## src/rtl/segld_pkg.sv

```systemverilog
package segld_pkg;
  localparam int SEL_W      = 16;
  localparam int IDX_W      = 13;
  localparam int LIM_W      = 16;
  localparam int BASE_W     = 24;
  localparam int AR_W       = 8;
  localparam int WORD_W     = 16;
  localparam int DESC_WORDS = 4;
  localparam int DESC_SHIFT = 3;

  typedef struct packed {
    logic [IDX_W-1:0] idx;
    logic             ti;
    logic [1:0]       rpl;
  } sel_t;

  typedef enum logic {F_IDLE, F_READ} fstate_t;

  // byte offset of a descriptor inside its table
  function automatic logic [LIM_W-1:0] desc_offset(input logic [IDX_W-1:0] idx);
    return {idx, {DESC_SHIFT{1'b0}}};
  endfunction

  // whole descriptor (last byte included) lies inside the table
  function automatic logic fits_table(input logic [IDX_W-1:0] idx,
                                      input logic [LIM_W-1:0] tlim);
    return {idx, {DESC_SHIFT{1'b1}}} <= tlim;
  endfunction
endpackage

```

## src/rtl/segld_sel_decode.sv

```systemverilog
module segld_sel_decode
  import segld_pkg::*;
#(
  parameter int ADDR_W = 32
) (
  input  logic [IDX_W-1:0]  idx_i,
  input  logic              ti_i,
  input  logic [ADDR_W-1:0] gdt_base_i,
  input  logic [LIM_W-1:0]  gdt_limit_i,
  input  logic [ADDR_W-1:0] ldt_base_i,
  input  logic [LIM_W-1:0]  ldt_limit_i,
  output logic [ADDR_W-1:0] desc_addr_o,
  output logic              is_null_o,
  output logic              fits_o
);
  logic [ADDR_W-1:0] tbase;
  logic [LIM_W-1:0]  tlim;

  always_comb begin
    tbase       = ti_i ? ldt_base_i : gdt_base_i;
    tlim        = ti_i ? ldt_limit_i : gdt_limit_i;
    desc_addr_o = tbase + ADDR_W'(desc_offset(idx_i));
    is_null_o   = !ti_i && (idx_i == '0);
    fits_o      = fits_table(idx_i, tlim);
  end
endmodule

```

## src/rtl/segld_fetch.sv

```systemverilog
module segld_fetch
  import segld_pkg::*;
#(
  parameter int ADDR_W = 32
) (
  input  logic              clk,
  input  logic              rst_n,
  input  logic              start_i,
  input  logic [ADDR_W-1:0] start_addr_i,
  output logic              busy_o,
  output logic              done_o,
  output logic              mem_rd_o,
  output logic [ADDR_W-1:0] mem_addr_o,
  input  logic              mem_ack_i,
  input  logic [WORD_W-1:0] mem_rdata_i,
  output logic [WORD_W-1:0] w_limit_o,
  output logic [WORD_W-1:0] w_base_lo_o,
  output logic [WORD_W-1:0] w_hi_o
);
  localparam int CNT_W    = $clog2(DESC_WORDS);
  localparam int LAST_IDX = DESC_WORDS - 1;

  fstate_t           state;
  logic [CNT_W-1:0]  cnt;
  logic [ADDR_W-1:0] daddr;
  logic              last_word;

  assign busy_o     = (state == F_READ);
  assign mem_rd_o   = busy_o;
  assign mem_addr_o = daddr + ADDR_W'({cnt, 1'b0});
  assign last_word  = (cnt == CNT_W'(LAST_IDX));
  assign done_o     = busy_o && mem_ack_i && last_word;

  always_ff @(posedge clk or negedge rst_n) begin
    if (!rst_n) begin
      state       <= F_IDLE;
      cnt         <= '0;
      daddr       <= '0;
      w_limit_o   <= '0;
      w_base_lo_o <= '0;
      w_hi_o      <= '0;
    end else if (state == F_IDLE) begin
      if (start_i) begin
        state <= F_READ;
        daddr <= start_addr_i;
        cnt   <= '0;
      end
    end else if (mem_ack_i) begin
      case (cnt)
        CNT_W'(0): w_limit_o   <= mem_rdata_i;
        CNT_W'(1): w_base_lo_o <= mem_rdata_i;
        CNT_W'(2): w_hi_o      <= mem_rdata_i;
        default: ;
      endcase
      if (last_word) state <= F_IDLE;
      else           cnt   <= cnt + CNT_W'(1);
    end
  end

  AST_ADDR_STABLE: assert property (@(posedge clk) disable iff (!rst_n)
    (mem_rd_o && !mem_ack_i) |=> (mem_rd_o && $stable(mem_addr_o)));
  AST_ADDR_STEP: assert property (@(posedge clk) disable iff (!rst_n)
    (mem_rd_o && mem_ack_i && !last_word) |=>
      (mem_rd_o && mem_addr_o == $past(mem_addr_o) + ADDR_W'(2)));
endmodule

```

## src/rtl/segld_xlate.sv

```systemverilog
module segld_xlate
  import segld_pkg::*;
#(
  parameter int ADDR_W = 32,
  parameter int OFS_W  = 32
) (
  input  logic              clk,
  input  logic              rst_n,
  input  logic              acc_req_i,
  input  logic [OFS_W-1:0]  acc_ofs_i,
  input  logic              busy_i,
  input  logic              seg_null_i,
  input  logic [BASE_W-1:0] seg_base_i,
  input  logic [LIM_W-1:0]  seg_limit_i,
  output logic              lin_valid_o,
  output logic [ADDR_W-1:0] lin_addr_o,
  output logic              acc_fault_o
);
  logic take;
  logic over_limit;

  function automatic logic [ADDR_W-1:0] lin_of(input logic [BASE_W-1:0] b,
                                               input logic [OFS_W-1:0]  o);
    return ADDR_W'(b) + ADDR_W'(o);
  endfunction

  assign take       = acc_req_i && !busy_i;
  assign over_limit = acc_ofs_i > OFS_W'(seg_limit_i);

  always_ff @(posedge clk or negedge rst_n) begin
    if (!rst_n) begin
      lin_valid_o <= 1'b0;
      lin_addr_o  <= '0;
      acc_fault_o <= 1'b0;
    end else begin
      lin_valid_o <= take;
      if (take) begin
        lin_addr_o  <= lin_of(seg_base_i, acc_ofs_i);
        acc_fault_o <= seg_null_i || over_limit;
      end else begin
        acc_fault_o <= 1'b0;
      end
    end
  end

  AST_LIN_AFTER_REQ: assert property (@(posedge clk) disable iff (!rst_n)
    (acc_req_i && !busy_i) |=> lin_valid_o);
  AST_STALL_NO_RESULT: assert property (@(posedge clk) disable iff (!rst_n)
    (acc_req_i && busy_i) |=> !lin_valid_o);
endmodule

```

## src/rtl/seg_shadow_loader.sv

```systemverilog
module seg_shadow_loader
  import segld_pkg::*;
#(
  parameter int ADDR_W = 32,
  parameter int OFS_W  = 32
) (
  input  logic              clk,
  input  logic              rst_n,
  input  logic [ADDR_W-1:0] gdt_base_i,
  input  logic [LIM_W-1:0]  gdt_limit_i,
  input  logic [ADDR_W-1:0] ldt_base_i,
  input  logic [LIM_W-1:0]  ldt_limit_i,
  input  logic              sel_we_i,
  input  logic [SEL_W-1:0]  sel_wdata_i,
  output logic [SEL_W-1:0]  sel_o,
  output logic              busy_o,
  output logic              load_fault_o,
  output logic              mem_rd_o,
  output logic [ADDR_W-1:0] mem_addr_o,
  input  logic              mem_ack_i,
  input  logic [WORD_W-1:0] mem_rdata_i,
  input  logic              acc_req_i,
  input  logic [OFS_W-1:0]  acc_ofs_i,
  output logic              lin_valid_o,
  output logic [ADDR_W-1:0] lin_addr_o,
  output logic              acc_fault_o,
  output logic [AR_W-1:0]   rights_o
);
  sel_t              wsel;
  logic [ADDR_W-1:0] desc_addr;
  logic              is_null, fits;
  logic              accept, fetch_start, fetch_done;
  logic [WORD_W-1:0] w_limit, w_base_lo, w_hi;
  logic [SEL_W-1:0]  pend_sel;
  logic              seg_null;
  logic [BASE_W-1:0] seg_base;
  logic [LIM_W-1:0]  seg_limit;

  assign wsel        = sel_t'(sel_wdata_i);
  assign accept      = sel_we_i && !busy_o;
  assign fetch_start = accept && !is_null && fits;

  segld_sel_decode #(.ADDR_W(ADDR_W)) u_dec (
    .idx_i       (wsel.idx),
    .ti_i        (wsel.ti),
    .gdt_base_i  (gdt_base_i),
    .gdt_limit_i (gdt_limit_i),
    .ldt_base_i  (ldt_base_i),
    .ldt_limit_i (ldt_limit_i),
    .desc_addr_o (desc_addr),
    .is_null_o   (is_null),
    .fits_o      (fits)
  );

  segld_fetch #(.ADDR_W(ADDR_W)) u_fetch (
    .clk          (clk),
    .rst_n        (rst_n),
    .start_i      (fetch_start),
    .start_addr_i (desc_addr),
    .busy_o       (busy_o),
    .done_o       (fetch_done),
    .mem_rd_o     (mem_rd_o),
    .mem_addr_o   (mem_addr_o),
    .mem_ack_i    (mem_ack_i),
    .mem_rdata_i  (mem_rdata_i),
    .w_limit_o    (w_limit),
    .w_base_lo_o  (w_base_lo),
    .w_hi_o       (w_hi)
  );

  always_ff @(posedge clk or negedge rst_n) begin
    if (!rst_n) begin
      sel_o        <= '0;
      pend_sel     <= '0;
      seg_null     <= 1'b1;
      seg_base     <= '0;
      seg_limit    <= '0;
      rights_o     <= '0;
      load_fault_o <= 1'b0;
    end else begin
      load_fault_o <= accept && !is_null && !fits;
      if (accept && is_null) begin
        sel_o    <= sel_wdata_i;
        seg_null <= 1'b1;
        rights_o <= '0;
      end
      if (fetch_start) pend_sel <= sel_wdata_i;
      if (fetch_done) begin
        sel_o     <= pend_sel;
        seg_null  <= 1'b0;
        seg_limit <= w_limit;
        seg_base  <= {w_hi[7:0], w_base_lo};
        rights_o  <= w_hi[WORD_W-1 -: AR_W];
      end
    end
  end

  segld_xlate #(.ADDR_W(ADDR_W), .OFS_W(OFS_W)) u_xlate (
    .clk         (clk),
    .rst_n       (rst_n),
    .acc_req_i   (acc_req_i),
    .acc_ofs_i   (acc_ofs_i),
    .busy_i      (busy_o),
    .seg_null_i  (seg_null),
    .seg_base_i  (seg_base),
    .seg_limit_i (seg_limit),
    .lin_valid_o (lin_valid_o),
    .lin_addr_o  (lin_addr_o),
    .acc_fault_o (acc_fault_o)
  );

  AST_NULL_NO_READ: assert property (@(posedge clk) disable iff (!rst_n)
    (accept && is_null) |=> !mem_rd_o);
  AST_LOADFAULT_IDLE: assert property (@(posedge clk) disable iff (!rst_n)
    load_fault_o |-> (!busy_o && !mem_rd_o));
  AST_FAULT_HAS_VALID: assert property (@(posedge clk) disable iff (!rst_n)
    acc_fault_o |-> lin_valid_o);
endmodule

```

## config.mk

```make
export PLATFORM = sky130hd
export DESIGN_NAME = seg_shadow_loader
export DESIGN_NICKNAME = d
export VERILOG_FILES = /design/src/rtl/segld_pkg.sv /design/src/rtl/segld_sel_decode.sv /design/src/rtl/segld_fetch.sv /design/src/rtl/segld_xlate.sv /design/src/rtl/seg_shadow_loader.sv
export SDC_FILE = /design/constraint.sdc
export NUM_CORES = 1
export LEC_CHECK = 0
export ABC_AREA = 1
export CAP_MARGIN = 20
export CORE_UTILIZATION = 47
export DETAILED_ROUTE_END_ITERATION = 8
export PLACE_DENSITY_LB_ADDON = 0.12
export SLEW_MARGIN = 0
export SYNTH_ARGS = -nofsm -noshare
export SYNTH_HDL_FRONTEND = slang
export SYNTH_SLANG_ARGS = --single-unit
```

## constraint.sdc

```tcl
create_clock -name clk -period 4.5 [get_ports clk]
set_input_delay 1.35 -clock clk [delete_from_list [all_inputs] [get_ports clk]]
set_output_delay 1.35 -clock clk [all_outputs]
set_load 0.1 [all_outputs]
```

==> key figures, run 1 <==
Run status
  – Status: completed

Timing
  – FMAX: 0.2349 GHz
  – Hold Fails Final Rpt: 0
  – Setup TNS Final: 0 ps
  – Final Cycle Share: 94.61%
  – RSZ-0062 raised after global routing: false
  – Max-slew violations: 0
  – Final setup viols: 0
  – Max-slew headroom: 32.41%
  – Clk_skew: ~14 ps
  – Fin crit period: 4257 ps
  – Worst slew pin tran: 1011 ps

Synthesis
  – Distinct cells, synth: 43
  – Synthesized Nets: roughly 2,100
  – Top-count cell post-synth: nand2_1
  – Cell Area, Synth: 12,990 um2
  – Gate Count Post-Synth: 1,852
  – Post-synth EDFFs: 0
  – Post-synthesis async set-or-reset flop share: 100.0%
  – Synth area leader: dfrtp_1
  – Sequential share of the synthesized area: 38.34%
  – Synth warn: 0
  – Post-Syn Area per Cell: 7.015 um2
  – Synth Register Bits: approximately 200
  – Synth cell count leaders: nand2_1 (760), inv_1 (211), dfrtp_1 (198)
  – Synth Flop Type: dfrtp_1
  – Top cells by area, synth: dfrtp_1 (38%), nand2_1 (22%), ha_1 (6.9%)
  – Area fraction of the dominant cell type after synthesis: 38.14%

Setup path
  – Critical Path Source: u_fetch.cnt[0]
  – Critical Path RT: 3150 ps
  – Worst setup path class: reg -> out
  – Delay-heaviest family, CP: simple AND/OR/NAND/NOR gates
  – Largest stage delay, worst path: roughly 450 ps
  – CP arrival: 2910 ps
  – Cell Chain, Critical Path: ha_1, inv_1, fa_1, nor2_1, nand4_1, nor2_2, nand4_1, inv_1, nand3_1, xor2_2, buf_12
  – Worst Setup End Kind: output pin
  – Max FO, Critical Path: 5
  – Worst setup SP type: register
  – Reg2Reg Launch Point: seg_base[0]
  – Slowest stage cell, crit path: fa_1
  – CP Buf/Inv Count: 3

Clock network
  – Hold-fix buffer count after cts: 0
  – CTS tree: done
  – Clk slew on worst S/H paths: 80 ps
  – Clk buf depth: 2
  – Clk sink count: just under 200
  – CTS Root Cell: clkbuf_16
  – H-tree depth: 4
  – CTS Buf Count: 17
  – Worst skew pair latency: ~450 ps

Routing
  – Post-DRT Antenna Nets: 0
  – Via-to-Cell Ratio: ~5.1
  – Starting DRT DRC Count: 851
  – Vias: 12,440
  – WL final: 38.48 mm
  – Avg WL per Cell: 15.72 um
  – Post-route DRC: 0
  – Drt pass-1 iters: 5

Place
  – Gp weighted congestion: between 0.9 and 1
  – Hpwl dp: 30.81 mm
  – Port Buffer Count: between 200 and 300

Floorplanning
  – Ports: 258
  – Die area: 28,310 um2
  – Die W: 168.3 um
  – Core Area: 27,030 um2
  – Die H: 168.3 um
  – Row count: 60
  – Initial Util: between 40 and 50%

Worst hold path
  – HP Class: reg -> reg
  – Worst hold start: u_fetch.w_base_lo_o[14]

Layout
  – Area Overhead vs Synth: 27.34%
  – # nets final: 2,331
  – Layout cell share with drive strength beyond 1: 6.179%
  – Final Util: approximately 60%

Pwr
  – VDD IR max: 0.6423 mV
  – P_leak: about 0.0085 uW
  – Pwr dens: 712.8 nW/um2

GRT
  – Grt total ovfl: 0
  – Initial antenna violation count: 3
  – Vias in the first global route: 12,060
  – GRT Util Overall: 27.68%
  – Pin count of the biggest net entering global routing: 95
  – Global-route wire length before repair: 61.43 mm

Run
  – Max Cap Violations: 0
==> path summary, 6_finish.rpt <==
check,to,slack (ps),cells after the start
worst min register to register,seg_base[14],470,2
max in group asynchronous,u_fetch.daddr[3],2680,2
min in group asynchronous,seg_limit[6],880,1
worst min-delay path,seg_base[14],470,2
worst max-delay path,mem_addr_o[21],240,11
worst max register to register,u_xlate.lin_addr_o[12],2210,9
==> layout by cell type, fill, tap and decap left out, drive strengths merged, types with 5 or more instances in the layout <==
master,synthesis,routed
nand2,785,785
clkinv,0,5
a21oi,48,48
buf,19,46
inv,215,223
or2,7,7
o21ai,114,114
xor2,20,20
clkbuf,32,19
clkdlybuf4s50,0,224
xnor2,30,30
nor2,101,101
nand3b,16,16
mux2i,12,12
nand4,27,27
dfrtp,198,198
nor3,24,24
ha,72,72
nand3,110,110
==> what timing repair did <==
action	4_1_cts	5_1_grt
setup endpoints to repair	0	4
setup buffers	0	2
resized for setup	0	1
==> where the power goes <==
group	switching (uW)	internal [uW]
Sequential	615	2610
Combinational	5140	1880
Clock	796	758
==> registers in the layout, indices dropped and copies added, names as in the netlist <==
signal / count
sel_o: 16
u_fetch.w_base_lo_o: 16
seg_null: 1
load_fault_o: 1
seg_limit: 16
u_fetch.busy_o: 1
u_xlate.lin_valid_o: 1
rights_o: 8
pend_sel: 16
seg_base: 24
u_xlate.lin_addr_o: 32
u_xlate.acc_fault_o: 1
u_fetch.w_limit_o: 16
u_fetch.daddr: 32
u_fetch.w_hi_o: 16
u_fetch.cnt: 2
==> kinds of logic after synthesis <==
kind of cell	synth area share, %
buffers and inverters	8.340
and+or+nand+nor	34.80
muxes	0.9245
xor gates and xnor gates	3.371
DFF	38.34
AOI/OAI and AO/OA	6.828
adders and majority gates	7.396
==> stage by stage <==
stage / std cells / hold WS (ps) / instance area, um2 / worst slack, ps / total power (uW)
finish: 2447 / 471.9 / 16540 / 242.7 / 11790
global route: 2446 / 501.6 / 16540 / 49.18 / 12490
CTS: 2443 / 477.9 / 16520 / 75.60 / 11850
detailed placement: 2411 / 460.0 / 15920 / 516.7 / 10260
global placement: 2411 / 456.1 / 15920 / 583.6 / 10180
floorplan: 1852 / 445.9 / 13020 / 48.04 / 8265
==> layer usage <==
| metal | track usage, % | vias to the layer above | routed length [um] |
|---|---|---|---|
| li1 | - | 6313 | - |
| met1 | 33.87 | 5676 | 16210 |
| met2 | 48.85 | 384 | 19160 |
| met3 | 4.349 | 64 | 1878 |
| met4 | 10.59 | 0 | 1231 |
| met5 | 0 | - | 0 |
==> worst reg2reg max path, cell delays in order, from the launching register on <==
cell     delay, ps
dfrtp_1        420
ha_1           230
fa_1           450
nand3_1        100
nand3_1        170
nand3_1        120
nand3_1        210
or2_2          340
nand3_1         70
nand2_1         70
==> cell type report <==
cell class | instances | area, um2
antenna | 2 | 5.005
sequential | 199 | 4981
inverter | 215 | 814.5
clock inverter | 14 | 171.4
fill | 2524 | 10480
clock buffer | 18 | 429.2
tap | 341 | 426.7
timing repair buffer | 271 | 2749
multi-input combinational | 1387 | 6968
Power figures use the tool's default switching activity.
==> run 2, diff against run 1 <==
Settings changed: CORE_UTILIZATION 47 to 50.
==> run 2 against run 1 <==
Sequential power about the same. Fmax rose by 1.0%. Die area is 5.9% lower. Largest power group unchanged.
==> key figures, run 2 (synthesis gave the netlist of run 1 again) <==
Setup path
  – Reg2Reg Launch Point: seg_base[0]
  – Critical Path Source: u_fetch.cnt[0]
  – Worst Setup End Kind: output pin
  – Reg-to-reg setup timing slack: 2270 ps
  – Worst setup path class: reg -> out
  – Critical Path RT: 3150 ps
  – Worst setup SP type: register
  – CP arrival: 2860 ps
  – Max FO, Critical Path: 5

GRT
  – Initial antenna violation count: 3
  – Global-route wire length before repair: between 60 and 70 mm
  – Pin count of the biggest net entering global routing: 89
  – Met3 Usage GRT: 4.165%
  – Met1 Usage GRT: 35.27%
  – M2 GR Usage: about half
  – Most used routing layer: met2
  – Grt total ovfl: 0
  – GRT Util Overall: 29.31%
  – Vias in the first global route: 12,270

Layout
  – Area Overhead vs Synth: 27.27%
  – Most frequent cells in the layout: nand2_1 (760), clkdlybuf4s50_1 (224), inv_1 (211)
  – Layout cell share with drive strength beyond 1: under 10%
  – Biggest registers after layout: u_fetch.daddr: 32 flops, u_xlate.lin_addr_o: 32 flops, seg_base: 24 flops
  – Most common cell after layout, fill and taps aside: nand2_1
  – # nets final: 2,329

Timing
  – Setup TNS Final: 0 ps
  – Final WS setup: 286.2 ps
  – RSZ-0062 raised after global routing: false
  – Clk_skew: 18.81 ps
  – Worst slew pin tran: 1035 ps
  – Final setup viols: 0
  – Max-slew headroom: 30.78%
  – Hold Fails Final Rpt: 0
  – Max-slew violations: 0
  – Fin crit period: about 4200 ps
  – Final Cycle Share: between 90% and 100%
  – FMAX: 0.2373 GHz

Floorplanning
  – Die area: 26,630 um2
  – Row count: 58
  – Core Area: around 25,000 um2
  – Ports: approximately 260
  – Die H: 163.2 um
  – Die W: 163.2 um
  – Initial Util: 51.30%

Clock network
  – Clk buf depth: 2
  – CTS Root Cell: clkbuf_16
  – Hold-fix buffer count after cts: 0
  – Worst skew pair latency: ~450 ps
  – CTS Buf Count: 17
  – CTS tree: done
  – Clk slew on worst S/H paths: about 80 ps
  – H-tree depth: 4
  – Clk sink count: 199

Routing
  – Post-route DRC: 0
  – Avg WL per Cell: 15.58 um
  – Vias: 12,530
  – WL final: 37.92 mm
  – Post-DRT Antenna Nets: 0
  – Via-to-Cell Ratio: 5.147
  – Starting DRT DRC Count: 788
  – Drt pass-1 iters: 5

Run status
  – Status: completed

Pwr
  – Pwr dens: 714.0 nW/um2
  – VDD IR max: approximately 0.8 mV
  – P_leak: approximately 0.0085 uW

Run
  – Max Cap Violations: 0

Place
  – Gp weighted congestion: between 0.9 and 1
  – Port Buffer Count: 257
  – Pre-CTS setup slack: around 440 ps
  – Hpwl dp: about 30 mm

Worst hold path
  – HP Class: reg -> reg
  – Worst hold start: seg_base[18]
[run 2: cell count changes in the layout (fill, tap and decap cells not counted), sizes merged]
cell and change:
buf -2, clkbuf -1, clkinv +3, clkinvlp -1, inv -1
[run 2: metal layers]
layer  wire, um  part of all wire (%)
met2      18700                    49
met3       1971                   5.2
met5         14                 0.037
met4       1475                   3.9
met1      15750                    42
[run 2: area by class of cell]
class | instances | area, um2
Multi-Input combinational cell | 1387 | 6968
Fill cell | 2303 | 8791
Inverter | 215 | 814.5
Antenna cell | 2 | 5.005
Clock buffer | 17 | 425.4
Tap cell | 330 | 412.9
Clock inverter | 15 | 195.2
Timing Repair Buffer | 269 | 2734
Sequential cell | 199 | 4981
[run 2: final timing paths]
check,to,cells after the start
worst min register to register,seg_base[18],2
worst min-delay path,seg_base[18],2
min in group asynchronous,seg_limit[7],1
worst max register to register,u_xlate.lin_addr_o[12],9
worst max-delay path,mem_addr_o[21],11
max in group asynchronous,u_xlate.lin_addr_o[17],2
[run 2: timing repair]
item	in CTS	in global routing
endpoints found under the setup margin	0	3
buffers inserted	0	2
resized for setup	0	1
[run 2: per-stage QoR]
stage | instances | hold WS (ps) | instance area, um2 | total power (uW) | utilization [%]
CTS | 2430 | 484.9 | 16510 | 11840 | 65.20
floorplan | 1852 | 445.9 | 13020 | 8265 | -
finish | 2434 | 478.6 | 16540 | 11810 | 65.29
global placement | 2398 | 455.6 | 15890 | 10120 | 62.75
detailed placement | 2398 | 461.6 | 15890 | 10220 | 62.75
global route | 2434 | 502.1 | 16540 | 12500 | 65.29
[run 2: worst max-delay path: stages, from the launching register on]
cell and delay [ps]:
dfrtp_1 430, ha_1 200, inv_1 50, fa_1 450, nor2_1 170, nand4_1 190
nor2_2 200, nand4_1 120, inv_1 110, nand3_1 110, xor2_2 200, buf_12 200
[run 2: where the power goes]
part | leakage (uW) | total [uW] | switching, uW | internal (uW)
Combinational | 0.00573 | 6990 | 5120 | 1870
Sequential | 0.00252 | 3220 | 614 | 2610
Clock | 0.000301 | 1590 | 828 | 766
Total | 0.00855 | 11800 | 6560 | 5240
